==> src/rtl/sar_pkg.sv <==
package sar_pkg;
   typedef enum logic [1:0] {
      FMT_LJ       = 2'b00,
      FMT_I2S      = 2'b01,
      FMT_RJ_LONG  = 2'b10,
      FMT_RJ_SHORT = 2'b11
   } fmt_e;
endpackage

==> src/rtl/sar_bit_clock.sv <==
module sar_bit_clock #(
   parameter int SYNC_STAGES  = 2,
   parameter bit EXT_BCLK     = 1'b1,
   parameter int CLKS_PER_BIT = 8
) (
   input  logic clk,
   input  logic rst,
   input  logic bclk_i,
   input  logic lrck_i,
   input  logic sdata_i,
   output logic tick_o,
   output logic lr_o,
   output logic dat_o
);
   localparam int CNT_W   = $clog2(CLKS_PER_BIT);
   localparam int TICK_AT = CLKS_PER_BIT / 2 - 1;

   initial begin
      assert (SYNC_STAGES >= 1) else $error("SYNC_STAGES must be at least 1");
      assert (CLKS_PER_BIT >= 4) else $error("CLKS_PER_BIT must be at least 4");
   end

   logic [SYNC_STAGES-1:0] lr_sync, dat_sync;

   always_ff @(posedge clk) begin
      if (rst) begin
         lr_sync  <= '0;
         dat_sync <= '0;
      end else begin
         lr_sync[0]  <= lrck_i;
         dat_sync[0] <= sdata_i;
         for (int i = 1; i < SYNC_STAGES; i++) begin
            lr_sync[i]  <= lr_sync[i-1];
            dat_sync[i] <= dat_sync[i-1];
         end
      end
   end

   assign lr_o  = lr_sync[SYNC_STAGES-1];
   assign dat_o = dat_sync[SYNC_STAGES-1];

   generate
      if (EXT_BCLK) begin : g_ext
         logic [SYNC_STAGES-1:0] bc_sync;
         logic                   bc_q;
         always_ff @(posedge clk) begin
            if (rst) begin
               bc_sync <= '0;
               bc_q    <= 1'b0;
            end else begin
               bc_sync[0] <= bclk_i;
               for (int i = 1; i < SYNC_STAGES; i++) bc_sync[i] <= bc_sync[i-1];
               bc_q <= bc_sync[SYNC_STAGES-1];
            end
         end
         assign tick_o = bc_sync[SYNC_STAGES-1] & ~bc_q;
      end else begin : g_int
         logic             lr_q;
         logic [CNT_W-1:0] cnt;
         always_ff @(posedge clk) begin
            if (rst) begin
               lr_q <= 1'b0;
               cnt  <= '0;
            end else begin
               lr_q <= lr_o;
               if (lr_o != lr_q || cnt == CNT_W'(CLKS_PER_BIT - 1)) cnt <= '0;
               else cnt <= cnt + 1'b1;
            end
         end
         assign tick_o = (cnt == CNT_W'(TICK_AT)) && (lr_o == lr_q);
      end
   endgenerate


   tick_gap_chk: assert property (@(posedge clk) disable iff (rst)
      tick_o |=> !tick_o);
endmodule

==> src/rtl/sar_word_capture.sv <==
module sar_word_capture
   import sar_pkg::*;
#(
   parameter int WORD_W  = 24,
   parameter int SHORT_W = 16
) (
   input  logic              clk,
   input  logic              rst,
   input  logic              tick_i,
   input  logic              lr_i,
   input  logic              dat_i,
   input  fmt_e              fmt_i,
   output logic              done_o,
   output logic              done_left_o,
   output logic [WORD_W-1:0] word_o
);
   localparam int POS_W = $clog2(WORD_W + 1);
   localparam int PAD_W = WORD_W - SHORT_W;

   initial begin
      assert (SHORT_W > 0 && SHORT_W < WORD_W) else $error("SHORT_W must be below WORD_W");
   end

   logic              lr_prev, f_prev, started, cur_left;
   logic [1:0]        prime_cnt;
   logic [POS_W-1:0]  pos;
   logic [WORD_W-1:0] acc, acc_shift, acc_start, acc_step, finished;
   logic              justified, frame_lvl, chan_left, primed, boundary;

   always_comb begin
      justified = (fmt_i == FMT_LJ) || (fmt_i == FMT_I2S);
      // I2S framing runs one bit behind word-select, with inverted channel polarity
      frame_lvl = (fmt_i == FMT_I2S) ? lr_prev : lr_i;
      chan_left = (fmt_i == FMT_I2S) ? ~frame_lvl : frame_lvl;
      primed    = (prime_cnt == 2'd2);
      boundary  = primed && (frame_lvl != f_prev);
      acc_shift = {acc[WORD_W-2:0], dat_i};
      acc_start = justified ? {dat_i, {(WORD_W-1){1'b0}}} : acc_shift;
      acc_step  = acc_shift;
      if (justified) begin
         acc_step = acc;
         for (int b = 0; b < WORD_W; b++)
            if (int'(pos) == WORD_W - 1 - b) acc_step[b] = dat_i;
      end
      case (fmt_i)
         FMT_RJ_SHORT: finished = {acc[SHORT_W-1:0], {PAD_W{1'b0}}};
         default:      finished = acc;
      endcase
   end

   always_ff @(posedge clk) begin
      if (rst) begin
         lr_prev     <= 1'b0;
         f_prev      <= 1'b0;
         prime_cnt   <= 2'd0;
         started     <= 1'b0;
         cur_left    <= 1'b0;
         pos         <= '0;
         acc         <= '0;
         done_o      <= 1'b0;
         done_left_o <= 1'b0;
         word_o      <= '0;
      end else begin
         done_o <= 1'b0;
         if (tick_i) begin
            lr_prev <= lr_i;
            f_prev  <= frame_lvl;
            if (!primed) prime_cnt <= prime_cnt + 2'd1;
            if (boundary) begin
               if (started) begin
                  done_o      <= 1'b1;
                  done_left_o <= cur_left;
                  word_o      <= finished;
               end
               started  <= 1'b1;
               cur_left <= chan_left;
               pos      <= POS_W'(1);
               acc      <= acc_start;
            end else begin
               if (pos != POS_W'(WORD_W)) pos <= pos + 1'b1;
               acc <= acc_step;
            end
         end
      end
   end


   done_on_bit_chk: assert property (@(posedge clk) disable iff (rst)
      done_o |-> $past(tick_i));

   short_pad_chk: assert property (@(posedge clk) disable iff (rst)
      (done_o && fmt_i == FMT_RJ_SHORT) |-> (word_o[PAD_W-1:0] == '0));
endmodule

==> src/rtl/sar_pair_out.sv <==
module sar_pair_out #(
   parameter int WORD_W = 24
) (
   input  logic              clk,
   input  logic              rst,
   input  logic              done_i,
   input  logic              left_i,
   input  logic [WORD_W-1:0] word_i,
   output logic [WORD_W-1:0] left_o,
   output logic [WORD_W-1:0] right_o,
   output logic              valid_o
);
   logic [WORD_W-1:0] held_left;
   logic              have_left;

   always_ff @(posedge clk) begin
      if (rst) begin
         held_left <= '0;
         have_left <= 1'b0;
         left_o    <= '0;
         right_o   <= '0;
         valid_o   <= 1'b0;
      end else begin
         valid_o <= 1'b0;
         if (done_i) begin
            if (left_i) begin
               held_left <= word_i;
               have_left <= 1'b1;
            end else if (have_left) begin
               left_o    <= held_left;
               right_o   <= word_i;
               valid_o   <= 1'b1;
               have_left <= 1'b0;
            end
         end
      end
   end


   valid_pulse_chk: assert property (@(posedge clk) disable iff (rst)
      valid_o |=> !valid_o);

   out_hold_chk: assert property (@(posedge clk) disable iff (rst)
      (!$stable(left_o) || !$stable(right_o)) |-> valid_o);

   pair_order_chk: assert property (@(posedge clk) disable iff (rst)
      valid_o |-> ($past(done_i) && !$past(left_i)));
endmodule

==> src/rtl/serial_audio_rx.sv <==
module serial_audio_rx #(
   parameter int WORD_W       = 24,
   parameter int SHORT_W      = 16,
   parameter int SYNC_STAGES  = 2,
   parameter bit EXT_BCLK     = 1'b1,
   parameter int CLKS_PER_BIT = 8
) (
   input  logic              clk,
   input  logic              rst,
   input  logic              bclk_i,
   input  logic              lrck_i,
   input  logic              sdata_i,
   input  logic [1:0]        fmt_i,
   output logic [WORD_W-1:0] left_o,
   output logic [WORD_W-1:0] right_o,
   output logic              pair_valid
);
   logic              tick, lr_s, dat_s, done, done_left;
   logic [WORD_W-1:0] word;

   sar_bit_clock #(
      .SYNC_STAGES (SYNC_STAGES),
      .EXT_BCLK    (EXT_BCLK),
      .CLKS_PER_BIT(CLKS_PER_BIT)
   ) u_clk (
      .clk    (clk),
      .rst    (rst),
      .bclk_i (bclk_i),
      .lrck_i (lrck_i),
      .sdata_i(sdata_i),
      .tick_o (tick),
      .lr_o   (lr_s),
      .dat_o  (dat_s)
   );

   sar_word_capture #(
      .WORD_W (WORD_W),
      .SHORT_W(SHORT_W)
   ) u_cap (
      .clk        (clk),
      .rst        (rst),
      .tick_i     (tick),
      .lr_i       (lr_s),
      .dat_i      (dat_s),
      .fmt_i      (sar_pkg::fmt_e'(fmt_i)),
      .done_o     (done),
      .done_left_o(done_left),
      .word_o     (word)
   );

   sar_pair_out #(
      .WORD_W(WORD_W)
   ) u_out (
      .clk    (clk),
      .rst    (rst),
      .done_i (done),
      .left_i (done_left),
      .word_i (word),
      .left_o (left_o),
      .right_o(right_o),
      .valid_o(pair_valid)
   );
endmodule

==> config.mk <==
export PLATFORM = sky130hd
export DESIGN_NAME = serial_audio_rx
export DESIGN_NICKNAME = d
export VERILOG_FILES = /design/src/rtl/sar_pkg.sv /design/src/rtl/sar_bit_clock.sv /design/src/rtl/sar_word_capture.sv /design/src/rtl/sar_pair_out.sv /design/src/rtl/serial_audio_rx.sv
export SDC_FILE = /design/constraint.sdc
export NUM_CORES = 1
export LEC_CHECK = 0
export ABC_AREA = 1
export BUFFER_PORTS_ARGS = -buffer_cell sky130_fd_sc_hd__buf_2
export CAP_MARGIN = 40
export CORE_UTILIZATION = 59
export DETAILED_ROUTE_END_ITERATION = 6
export MAX_ROUTING_LAYER = met4
export PLACE_DENSITY = 0.79
export SYNTH_ARGS = -nofsm -noshare
export SYNTH_HDL_FRONTEND = slang
export SYNTH_SLANG_ARGS = --single-unit
export TNS_END_PERCENT = 10
==> constraint.sdc <==
create_clock -name clk -period 1.7 [get_ports clk]
set_input_delay 0.255 -clock clk [delete_from_list [all_inputs] [get_ports clk]]
set_output_delay 0.255 -clock clk [all_outputs]
set_load 0.005 [all_outputs]
==> results.sh, run 1 <==
export IMPL_timing_slew_headroom_pct=50.5
export IMPL_ctsRootBufferMaster="sky130_fd_sc_hd__clkbuf_8"
export IMPL_ys_seq_elements=142
export IMPL_clock_tree_htree_level_count=4
export IMPL_boundaryPins=56
export IMPL_grt_pass1_wl_mm=25.0
export IMPL_critPathRequiredTime_ns=2.15
export IMPL_antenna_cells_inserted=0
export IMPL_synthDominantAreaCellType="sky130_fd_sc_hd__dfxtp_1"
export IMPL_sequential_cell_fraction_of_total_power_pct=45.8
export IMPL_rows=37
export IMPL_p_leak_nw=3.68
export IMPL_internal_power_consumption_mw=5.66
export IMPL_initial_antenna_violation_count=0
export IMPL_finalCritPeriodShare_pct=89.4
export IMPL_critical_path_arrival_ns=1.97
export IMPL_power_switching_share_pct=23.5
export IMPL_detailedPlacementHpwl_mm=9.13
export IMPL_postLayoutCoreUtil_pct=71.5
export IMPL_post_synth_most_frequent_cells="sky130_fd_sc_hd__nor2_1 (246), sky130_fd_sc_hd__nand2_1 (177), sky130_fd_sc_hd__dfxtp_1 (142), sky130_fd_sc_hd__o21ai_0 (98), sky130_fd_sc_hd__nand3_1 (68)"
export IMPL_ys_flop_type="sky130_fd_sc_hd__dfxtp_1"
export IMPL_yosys_top_cells_area="sky130_fd_sc_hd__dfxtp_1 (45%), sky130_fd_sc_hd__nor2_1 (15%), sky130_fd_sc_hd__nand2_1 (11%)"
export IMPL_holdWs_ns=0.0816
export IMPL_clock_fmax_mhz=658
export IMPL_synth_seq_area_share_pct=45.1
export IMPL_cp_start_kind="register"
export IMPL_maxCapViolCount=0
export IMPL_finalHoldViolCount=0
export IMPL_worstSetupEndpointType="register"
export IMPL_area_sequential_um2=2840
export IMPL_post_cts_setup_inserts=0
export IMPL_grt_met1_usage_pct=35.4
export IMPL_synth_cell_types=31
export IMPL_postSynthAreaPerCell_um2=6.86
export IMPL_netlist_area_leader_share_pct=45.1
export IMPL_grt_max_degree=81
export IMPL_tritoncts="built"
export IMPL_fp_dieH_um=105
export IMPL_drive_above_1_share_pct=13.6
export IMPL_design_final_nets=975
export IMPL_post_cts_clock_slew_at_the_launch_and_capture_registers_of_the_worst_setup_and_hold_paths_ns=0.07
export IMPL_dieArea_um2=11100
export IMPL_worst_setup_path_type="reg -> reg"
export IMPL_rsz_0062_raised_after_global_routing="no"
export IMPL_drc=1
export IMPL_final_fill_count=863
export IMPL_vias_per_cell=5.29
export IMPL_timing_max_transition_violations_final=0
export IMPL_cts_num_sinks=142
export IMPL_ant_nets=0
export IMPL_syn_instance_count=919
export IMPL_synth_most_common_cell="sky130_fd_sc_hd__nor2_1"
export IMPL_vias=5880
export IMPL_gr_usage_met2_pct=45.6
export IMPL_switching_power_of_the_nets_mw=1.74
export IMPL_pwr_density_cell_nw_per_um2=1000
export IMPL_timing_setup_tns_ns=0
export IMPL_violations_in_the_final_reports="design-rule violations"
export IMPL_track_usage_pct=28.4
export IMPL_cts_inserted_buffers=17
export IMPL_yosys_warnings=0
export IMPL_global_route_overflow_total=0
export IMPL_detail_route_iter0_violations=411
export IMPL_crit_fanout=5
export IMPL_drt_pre_antenna_iters=7
export IMPL_edff_count_synth=0
export IMPL_clock_tree_buffer_depth=2
export IMPL_initial_utilization_pct=61.1
export IMPL_clock_power_share_pct=49.0
export IMPL_placement_io_buffers=55
export IMPL_hold_class="in -> reg"
export IMPL_layout_min_cycle_time_ns=1.52
export IMPL_vias_in_the_first_global_route=5476
export IMPL_fin_worst_skew_ns=0.00918
export IMPL_groute_layer_met3_usage_pct=4.45
export IMPL_finalSetupViolCount=0
export IMPL_grt_busiest_layer="met2"
export IMPL_netlist_area_um2=6310
export IMPL_combinationalPowerShare_pct=5.2
export IMPL_run_status="finished, violations left"
export IMPL_avgRoutedWirePerCell_um=12.9
export IMPL_area_occupied_by_multi_input_gates_um2=2990
export IMPL_tightestPinTransition_ns=0.742
export IMPL_finalWirelength_mm=14.3
export IMPL_mappedNetlistNets=932
export IMPL_core_area_um2=10300
export IMPL_place_congestion=0.866
export IMPL_ir_drop_mv=0.611
export IMPL_insertion_delay_ns=0.52
export IMPL_areaGrowthSynthToFinish_pct=17.1
export IMPL_die_w_um=105
export IMPL_synth_async_reset_ratio_pct=0
==> stage by stage <==
stage,std cells,area [µm²],power [mW],setup WS [ns]
floorplan,919,6310,3.74,0.328
global placement,1076,6760,3.83,0.212
detailed placement,1076,6760,3.84,0.153
CTS,1111,7380,7.43,0.115
global route,1111,7390,7.65,0.00721
finish,1111,7390,7.40,0.180
==> power by group through the flow <==
stage / clock network (mW) / registers (mW) / logic, mW
after global routing: 3.83 / 3.39 / 0.440
after CTS: 3.66 / 3.39 / 0.384
after floorplan: 0 / 3.45 / 0.286
final: 3.63 / 3.39 / 0.385
after global placement: 0 / 3.46 / 0.368
after detailed placement: 0 / 3.46 / 0.374
==> critical path, stage by stage (launching register included) <==
cell	delay (ns)
sky130_fd_sc_hd__dfxtp_1	0.35
sky130_fd_sc_hd__ha_1	0.22
sky130_fd_sc_hd__nand2_1	0.11
sky130_fd_sc_hd__nor2_1	0.05
sky130_fd_sc_hd__ha_1	0.19
sky130_fd_sc_hd__o21ai_0	0.22
sky130_fd_sc_hd__inv_1	0.07
sky130_fd_sc_hd__nor2_1	0.10
sky130_fd_sc_hd__nor2_1	0.05
sky130_fd_sc_hd__nor2_1	0.08
==> routing by layer <==
metal / vias up / wire length [µm]
li1: 2986 / -
met2: 199 / 6630
met3: 34 / 829
met5: - / 0
met1: 2661 / 6500
met4: 0 / 328
==> repair_timing <==
action | in CTS | in global routing
resized for setup | 0 | 2
hold buffers | 3 | 0
endpoints found under the setup margin | 0 | 6
endpoints found under the hold margin | 3 | 0
==> worst paths after layout <==
kind / slack, ns / start / cells past startpoint / end
worst min-delay path: 0.08 / rst / 4 / u_cap.lr_prev
worst min register to register: 0.40 / u_clk.lr_sync[0] / 2 / u_clk.lr_sync[1]
worst max-delay path: 0.18 / u_cap.pos[0] / 9 / u_cap.acc[8]
worst max register to register: 0.18 / u_cap.pos[0] / 9 / u_cap.acc[8]
==> logic make-up (layout without fill, tap and decap cells) <==
group	Yosys count	in the layout	share of synthesized area [%]
AND/OR/NAND/NOR	511	511	33.5
XOR/XNOR	3	3	0.417
flip-flops	142	142	45.1
AO/OA/AOI/OAI	141	141	12.1
buffers and inverters	116	172	7.68
adder cells (fa/ha/maj)	6	6	1.19
==> registers in the layout, indices dropped and copies added, names as in the netlist, 5 cells and up <==
name / cells
u_cap.acc: 24
u_cap.word_o: 24
u_out.held_left: 24
u_out.left_o: 24
u_out.right_o: 24
u_cap.pos: 5
==> final cells by class <==
cell class	count	share of cell area, %
sequential	142	38.5
tap	136	2.30
multi-input combinational	661	40.4
clock buffer	19	5.84
inverter	58	3.07
timing repair buffer	82	7.76
clock inverter	13	2.10
==> cell usage in the layout, fill, tap and decap left out, drive strengths merged, types with 4 or more instances in the layout <==
| master | synthesis | layout |
|---|---|---|
| ha | 6 | 6 |
| nor2 | 252 | 252 |
| buf | 21 | 79 |
| clkbuf | 37 | 19 |
| clkinv | 1 | 4 |
| nand2 | 180 | 180 |
| dfxtp | 142 | 142 |
| nand3 | 74 | 74 |
| o21ai | 100 | 100 |
| o21bai | 21 | 21 |
| a21oi | 17 | 17 |
| inv | 57 | 62 |
Power figures use the tool's default switching activity.
==> run 2, diff against run 1 <==
BUFFER_PORTS_ARGS = -buffer_cell sky130_fd_sc_hd__clkbuf_2   (was -buffer_cell sky130_fd_sc_hd__buf_2)
PLACE_DENSITY = 0.86   (was 0.79)
==> results.sh, run 2 (same netlist as run 1, synthesis figures left out) <==
export IMPL_layout_min_cycle_time_ns=1.55
export IMPL_drc=3
export IMPL_tightestPinTransition_ns=0.764
export IMPL_maxCapViolCount=0
export IMPL_final_fill_count=807
export IMPL_switching_power_of_the_nets_mw=1.82
export IMPL_design_final_nets=977
export IMPL_pwr_density_cell_nw_per_um2=991
export IMPL_track_usage_pct=28.7
export IMPL_violations_in_the_final_reports="design-rule violations"
export IMPL_initial_antenna_violation_count=0
export IMPL_fp_dieH_um=105
export IMPL_worst_setup_path_type="reg -> reg"
export IMPL_critical_path_cell_list="inv_1, ha_1, nand3_1, nand2_1, inv_2, nand3b_1, a21oi_1"
export IMPL_combinationalPowerShare_pct=5.3
export IMPL_critical_path_max_stage_delay_ns=0.41
export IMPL_clock_tree_buffer_depth=2
export IMPL_rsz_0062_raised_after_global_routing="no"
export IMPL_drive_above_1_share_pct=13.9
export IMPL_commonest_non_fill_non_tap_cells_in_the_layout="sky130_fd_sc_hd__nor2_1 (244), sky130_fd_sc_hd__nand2_1 (177), sky130_fd_sc_hd__dfxtp_1 (142)"
export IMPL_run_status="finished, violations left"
export IMPL_area_occupied_by_multi_input_gates_um2=2990
export IMPL_boundaryPins=56
export IMPL_core_area_um2=10300
export IMPL_holdWs_ns=0.140
export IMPL_crit_fanout=6
export IMPL_dieArea_um2=11100
export IMPL_worstSetupEndpointType="register"
export IMPL_detailedPlacementHpwl_mm=9.30
export IMPL_total_power_mw=7.30
export IMPL_rows=37
export IMPL_most_common_cell_after_layout_fill_and_taps_aside="sky130_fd_sc_hd__nor2_1"
export IMPL_placed_cells=1078
export IMPL_vias_per_cell=5.34
export IMPL_detail_route_iter0_violations=587
export IMPL_cell_with_the_biggest_individual_delay_on_the_critical_path="sky130_fd_sc_hd__dfxtp_1"
export IMPL_grt_pass1_wl_mm=24.9
export IMPL_internal_power_consumption_mw=5.49
export IMPL_place_congestion=0.898
export IMPL_grt_max_degree=52
export IMPL_ant_nets=0
export IMPL_initial_utilization_pct=61.1
export IMPL_critical_path_arrival_ns=2.01
export IMPL_power_switching_share_pct=24.9
export IMPL_tritoncts="built"
export IMPL_global_route_overflow_total=0
export IMPL_timing_slew_headroom_pct=49.0
export IMPL_finalHoldViolCount=0
export IMPL_clock_tree_htree_level_count=4
export IMPL_cp_start_kind="register"
export IMPL_vias_in_the_first_global_route=5443
export IMPL_ctsRootBufferMaster="sky130_fd_sc_hd__clkbuf_8"
export IMPL_critPathRequiredTime_ns=2.16
export IMPL_insertion_delay_ns=0.53
export IMPL_die_w_um=105
export IMPL_drt_pre_antenna_iters=7
export IMPL_hold_class="in -> reg"
export IMPL_p_leak_nw=3.64
export IMPL_clock_fmax_mhz=645
export IMPL_antenna_cells_inserted=0
export IMPL_areaGrowthSynthToFinish_pct=16.8
export IMPL_finalSetupViolCount=0
export IMPL_finalWirelength_mm=14.7
export IMPL_vias=5947
export IMPL_fin_worst_skew_ns=0.00728
export IMPL_finalCritPeriodShare_pct=91.2
export IMPL_cts_num_sinks=142
export IMPL_ir_drop_mv=0.627
export IMPL_timing_max_transition_violations_final=0
export IMPL_area_sequential_um2=2840
export IMPL_avgRoutedWirePerCell_um=13.2
export IMPL_clock_power_share_pct=48.3
export IMPL_timing_setup_tns_ns=0
export IMPL_post_cts_clock_slew_at_the_launch_and_capture_registers_of_the_worst_setup_and_hold_paths_ns=0.07
export IMPL_sequential_cell_fraction_of_total_power_pct=46.4
export IMPL_critical_path_n_buffers_inverters=2
export IMPL_cts_inserted_buffers=17
export IMPL_stdcell_count=1113
export IMPL_worst_path_dominant_cell_family="flip-flops"
export IMPL_placement_io_buffers=55
-- run 2: cell types whose count changed in the layout (fill, tap and decap cells not counted), moves of 2 or more --
cell,change
sky130_fd_sc_hd__buf_2,-55
sky130_fd_sc_hd__buf_4,+3
sky130_fd_sc_hd__clkbuf_2,+55
sky130_fd_sc_hd__inv_6,+2
-- run 2: routing by layer --
layer	up-vias	global-route usage (%)	share of wire (%)
li1	3005	-	-
met1	2726	35.2	46
met2	189	47.2	48
met3	27	5.07	4.9
met4	0	11.0	1.7
met5	-	-	0
-- run 2: worst paths after layout --
path / from / to / slack [ns] / depth (start not counted)
worst max-delay path: u_cap.pos[0] / u_cap.pos[4] / 0.15 / 7
worst min-delay path: rst / u_cap.word_o[0] / 0.14 / 4
worst max register to register: u_cap.pos[0] / u_cap.pos[4] / 0.15 / 7
worst min register to register: u_clk.lr_sync[0] / u_clk.lr_sync[1] / 0.40 / 2
-- run 2: area by class of cell --
class                   count  share of cell area [%]
clock inverters            15                    2.06
inverters                  58                    3.07
well taps                 136                    2.31
repair buffers             84                    7.81
clock buffers              17                    5.62
flip-flops and latches    142                    38.6
multi-input cells         661                    40.5
-- run 2: stage by stage --
step | utilization [%] | setup slack, ns | instance area (µm²)
floorplan | - | 0.328 | 6310
global placement | 65.5 | 0.220 | 6770
detailed placement | 65.5 | 0.152 | 6770
CTS | 71.3 | 0.120 | 7360
global route | 71.4 | 0.0221 | 7370
finish | 71.4 | 0.150 | 7370
-- run 2: tightest hold or removal path, stage by stage --
cell and delay (ns):
sky130_fd_sc_hd__clkbuf_2 0.10, sky130_fd_sc_hd__inv_2 0.14, sky130_fd_sc_hd__nand2_1 0.11, sky130_fd_sc_hd__nor2_1 0.03
-- run 2: power by group through the flow --
| stage | logic [mW] | clock network [mW] | registers [mW] |
|---|---|---|---|
| after floorplan | 0.286 | 0 | 3.45 |
| after global placement | 0.370 | 0 | 3.46 |
| after detailed placement | 0.376 | 0 | 3.46 |
| after CTS | 0.389 | 3.55 | 3.39 |
| after global routing | 0.438 | 3.71 | 3.39 |
| final | 0.390 | 3.53 | 3.39 |
-- run 2: timing repair --
| action | CTS | global route |
|---|---|---|
| hold buffers | 3 | 0 |
| endpoints found under the setup margin | 0 | 4 |
| buffers inserted | 0 | 0 |
| endpoints found under the hold margin | 3 | 0 |
| gates resized for setup | 0 | 2 |
